--- config.mk ---
export PLATFORM = sky130hd
export DESIGN_NAME = abt_tenure_ctl
export DESIGN_NICKNAME = d
export VERILOG_FILES = /design/src/rtl/abt_pkg.sv /design/src/rtl/abt_grant_qual.sv /design/src/rtl/abt_fsm.sv /design/src/rtl/abt_tenure_ctl.sv
export SDC_FILE = /design/constraint.sdc
export NUM_CORES = 1
export LEC_CHECK = 0
export BUFFER_PORTS_ARGS = -buffer_cell sky130_fd_sc_hd__clkbuf_2
export CAP_MARGIN = 20
export CORE_AREA = 2 2 39 41
export CTS_BUF_LIST = sky130_fd_sc_hd__clkbuf_16
export DETAILED_ROUTE_END_ITERATION = 12
export DIE_AREA = 0 0 41 43
export PLACE_DENSITY = 0.41
export SETUP_SLACK_MARGIN = 0.2
export SLEW_MARGIN = 20
export SYNTH_ARGS = -nofsm -noshare
export SYNTH_HDL_FRONTEND = slang
export SYNTH_SLANG_ARGS = --single-unit
--- constraint.sdc ---
create_clock -name clk -period 1.1 [get_ports clk]
set_input_delay 0.11 -clock clk [delete_from_list [all_inputs] [get_ports clk]]
set_output_delay 0.11 -clock clk [all_outputs]
set_load 0.005 [all_outputs]
--- src/rtl/abt_pkg.sv ---
`timescale 1ns/1ps
package abt_pkg;
    typedef enum logic [1:0] {
        ST_IDLE    = 2'd0,
        ST_REQUEST = 2'd1,
        ST_OWN     = 2'd2,
        ST_RELEASE = 2'd3
    } abt_state_e;
endpackage

--- src/rtl/abt_grant_qual.sv ---
`timescale 1ns/1ps
// Grant qualification: opens the retry window and remembers last cycle's usable grant.
module abt_grant_qual (
    input  logic clk,
    input  logic rst,
    input  logic bus_grant_i,
    input  logic abb_in_i,
    input  logic aack_i,
    input  logic artry_i,
    input  logic sampling_i,
    output logic retry_valid_o,
    output logic accept_o
);
    logic aack_q;
    logic qg_q;
    logic qg_now;

    always_comb begin
        retry_valid_o = artry_i & aack_q;
        qg_now        = bus_grant_i & ~abb_in_i & ~retry_valid_o;
        accept_o      = sampling_i & ~abb_in_i & ~retry_valid_o & (bus_grant_i | qg_q);
    end

    always_ff @(posedge clk) begin
        if (rst) begin
            aack_q <= 1'b0;
            qg_q   <= 1'b0;
        end else begin
            aack_q <= aack_i;
            qg_q   <= qg_now & sampling_i;
        end
    end
endmodule

--- src/rtl/abt_fsm.sv ---
`timescale 1ns/1ps
// Tenure state machine: request, ownership, two-step busy release.
module abt_fsm
    import abt_pkg::*;
(
    input  logic clk,
    input  logic rst,
    input  logic xfer_req_i,
    input  logic accept_i,
    input  logic retry_valid_i,
    input  logic aack_i,
    output logic sampling_o,
    output logic bus_req_o,
    output logic abb_o,
    output logic abb_oe_o,
    output logic tenure_start_o,
    output logic tenure_end_o
);
    abt_state_e state, state_nx;
    logic retried_q;
    logic was_own_q;
    logic want;

    assign want = xfer_req_i | retried_q;

    // state register
    always_ff @(posedge clk) begin
        if (rst) begin
            state     <= ST_IDLE;
            retried_q <= 1'b0;
            was_own_q <= 1'b0;
        end else begin
            state     <= state_nx;
            was_own_q <= (state == ST_OWN);
            if (state == ST_RELEASE && retry_valid_i)
                retried_q <= 1'b1;
            else if (state == ST_OWN)
                retried_q <= 1'b0;
        end
    end

    // next state
    always_comb begin
        state_nx = state;
        unique case (state)
            ST_IDLE: begin
                if (want && accept_i)  state_nx = ST_OWN;
                else if (want)         state_nx = ST_REQUEST;
            end
            ST_REQUEST: begin
                if (!want)             state_nx = ST_IDLE;
                else if (accept_i)     state_nx = ST_OWN;
            end
            ST_OWN: begin
                if (aack_i)            state_nx = ST_RELEASE;
            end
            ST_RELEASE: begin
                if (retry_valid_i)         state_nx = ST_REQUEST;
                else if (want && accept_i) state_nx = ST_OWN;
                else if (want)             state_nx = ST_REQUEST;
                else                       state_nx = ST_IDLE;
            end
        endcase
    end

    // outputs
    always_comb begin
        sampling_o     = (state != ST_OWN);
        bus_req_o      = 1'b0;
        abb_o          = 1'b0;
        abb_oe_o       = 1'b0;
        tenure_start_o = 1'b0;
        tenure_end_o   = 1'b0;
        unique case (state)
            ST_IDLE, ST_REQUEST: begin
                bus_req_o = want;
            end
            ST_OWN: begin
                abb_o          = 1'b1;
                abb_oe_o       = 1'b1;
                tenure_start_o = ~was_own_q;
                tenure_end_o   = aack_i;
            end
            ST_RELEASE: begin
                abb_oe_o = 1'b1;
            end
        endcase
    end
endmodule

--- src/rtl/abt_tenure_ctl.sv ---
`timescale 1ns/1ps
module abt_tenure_ctl (
    input  logic clk,
    input  logic rst,
    input  logic xfer_req_i,
    input  logic bus_grant_i,
    input  logic abb_in_i,
    input  logic aack_i,
    input  logic artry_i,
    output logic bus_req_o,
    output logic abb_o,
    output logic abb_oe_o,
    output logic tenure_start_o,
    output logic tenure_end_o
);
    logic sampling;
    logic retry_valid;
    logic accept;

    abt_grant_qual u_qual (
        .clk          (clk),
        .rst          (rst),
        .bus_grant_i  (bus_grant_i),
        .abb_in_i     (abb_in_i),
        .aack_i       (aack_i),
        .artry_i      (artry_i),
        .sampling_i   (sampling),
        .retry_valid_o(retry_valid),
        .accept_o     (accept)
    );

    abt_fsm u_fsm (
        .clk           (clk),
        .rst           (rst),
        .xfer_req_i    (xfer_req_i),
        .accept_i      (accept),
        .retry_valid_i (retry_valid),
        .aack_i        (aack_i),
        .sampling_o    (sampling),
        .bus_req_o     (bus_req_o),
        .abb_o         (abb_o),
        .abb_oe_o      (abb_oe_o),
        .tenure_start_o(tenure_start_o),
        .tenure_end_o  (tenure_end_o)
    );
endmodule

==> run metrics <==
Initial Utilization=17.99%; count of boundary I/O pins=12; reg2reg path depth=3; max-cap viol count=0; reg2reg end=u_fsm.state[0]; FF/Latch Area=130.1 µm²; vias=279; setup TNS=0 ns; RSZ-0062 raised after global routing=yes; Hold EP=u_qual.aack_q; first-pass GRT wire length=1048 µm; ANT cells=0; gpl congestion=0.6685; max-slew violation count=0; Syn. warnings=0; FF-to-FF setup slack=0.12 ns; crit path cell chain=nand2b_4 -> nor2_1 -> buf_2; Final Setup Violations=0; post-DR vias/cell=4.429; 1st-iter DRT viols=3; min-delay src=rst; crit path max fanout=7; WP data required=0.99 ns; Crit. End Element=output port; number of global-route vias before repair=255; cell row count=14; chip width=41 µm; critical path launch point type=flip-flop; dominant cells by area after synthesis=dfxtp_1 48%, nor2_1 11%, a21oi_1 6.0%; Clock Sinks=6; grt ovf=0; Worst-Skew Late Latency=0.23 ns; hold slack=0.09411 ns; wire per inst=10.92 µm; port buffer count=11; Layout Nets=56; area of the multi-input gates=148.9 µm²; Final period util=91.06%; area share of the largest cell type after synthesis=48.24%; Hold Crit Depth=2; peak supply drop=0.0009512 V; post-synthesis average cell area=8.300 µm²; Util after Layout=34.27%; Worst R2R Start=u_fsm.retried_q; worst-case clock buffer depth=2; Detail Placement HPWL=456.7 µm; Final Skew=0.0003757 ns; largest area contributor in the netlist=dfxtp_1; Fin. Hold Viols=0; layout cells sized above 1=61.70%; Total Die Area=0.001763 mm²; DR pass1 iterations=4; fin area=474.2 µm²; final wirelength=688 µm; worst hold path type=input pin to flip-flop; Synth Cell Area=249.0 µm²; H-tree level count=1; total power draw=916.2 µW; Worst Tran Pin Value=0.1686 ns; fmax=0.9984 GHz; dpl cell area=320.3 µm²; CTS buffer count=3; Die H=43 µm; CTS tree=done; core area=0.001384 mm²; Crit-path slowest cell=dfxtp_4; Clock Tree Root=clkbuf_16; Final ANT Viol Nets=0; Area Growth Syn to Fin=90.45%; sequential share of the synthesized area=48.24%; residual DRC count=0; initial antenna violation count=0; Max transition margin=88.66%; FF+latch count, synth=6; Worst EP arrival=0.89 ns; Synth Instances=30; CP peak stage delay=0.39 ns; CP Class=flip-flop to output port; Tmin final=1.002 ns; status=finished, final reports clean; syn nets=37; Worst-path clk slew=0.03 ns; fillers=156; unique cell type count in the Yosys netlist=15; Power Density=1932 mW/mm²; largest net degree at the start of global routing=8; All-Layer GR Usage=9.457%; P_leak=0.0002233 µW
report_power, final:
part,switching (µW),internal [µW]
Sequential,11.4,228
Clock,118,466
Combinational,40.8,51.2
sequential cells by signal (all words and copies together), names as in the netlist:
register	count
u_fsm.state	2
u_fsm.retried_q	1
u_fsm.was_own_q	1
u_qual.aack_q	1
u_qual.qg_q	1
cells by family (layout without fill, tap and decap cells):
kind of cell	after synthesis	count (layout)	synth area share (%)
compound gates	8	8	22.62
simple gates	12	12	23.12
flops	6	6	48.24
buf+inv	4	21	6.028
critical path, delay by kind of cell, from the launching register on:
kind                   cells  cell delay (ns)
and+or+nand+nor            2             0.17
buffers and inverters      1             0.11
DFF                        1             0.39
layout make-up:
| cell class | instances | area share [%] |
|---|---|---|
| sequential | 6 | 27.44 |
| inverter | 3 | 2.375 |
| tap | 16 | 4.222 |
| multi-input combinational | 20 | 31.40 |
| timing repair buffer | 15 | 18.73 |
| clock buffer | 3 | 15.83 |
synth_stat cells, drive strengths merged:
cell type and count:
nor2 7, dfxtp 6, a21oi 3, inv 3
nor3 2, a21boi 1, a22oi 1, a31oi 1
and4 1, clkbuf 1, nand2 1, nand2b 1
o221a 1, o22a 1
worst max path at each step:
| stage | slack [ns] | startpoint | cells past startpoint | end |
|---|---|---|---|---|
| finish | 0.1 | u_fsm.state[1] | 3 | tenure_end_o |
| global route | 0.06 | u_fsm.state[1] | 3 | tenure_start_o |
| CTS | 0.08 | u_fsm.state[0] | 3 | tenure_end_o |
| detailed placement | 0.10 | u_qual.aack_q | 3 | u_fsm.state[0] |
| global placement | 0.11 | u_qual.aack_q | 3 | u_fsm.state[0] |
| floorplan | 0.22 | u_qual.aack_q | 3 | u_fsm.state[0] |
metrics by stage:
step,setup slack (ns),std cells
floorplan,0.2161,30
global placement,0.1132,56
CTS,0.07502,62
global route,0.06111,63
detailed placement,0.1005,56
finish,0.09837,63
layout by cell type (no fill, tap or decap):
cell       count
a21boi_0       1
a21oi_1        1
a21oi_2        1
a21oi_4        1
a22oi_1        1
a31oi_1        1
and4_1         1
buf_2          2
buf_4          3
buf_6          1
clkbuf_16      3
clkbuf_2       9
dfxtp_1        2
dfxtp_2        2
dfxtp_4        2
inv_1          2
inv_2          1
nand2_1        1
nand2b_4       1
nor2_1         5
nor2_2         1
nor2_4         1
nor3_1         1
nor3_2         1
o221a_1        1
o22a_1         1
what timing repair did:
action | in CTS | in global routing
pin swaps | 5 | 4
hold endpoints to repair | 0 | 0
gates resized for setup | 9 | 8
hold buffers | 0 | 0
endpoints found under the setup margin | 6 | 8
setup buffers | 3 | 1
per-layer routing:
metal	wire length (µm)	global-route usage [%]
met4	16	8.000
met3	76	3.141
met5	0	0
met2	326	13.44
met1	269	10.68
Note: power is estimated with default switching activity, not from simulation.
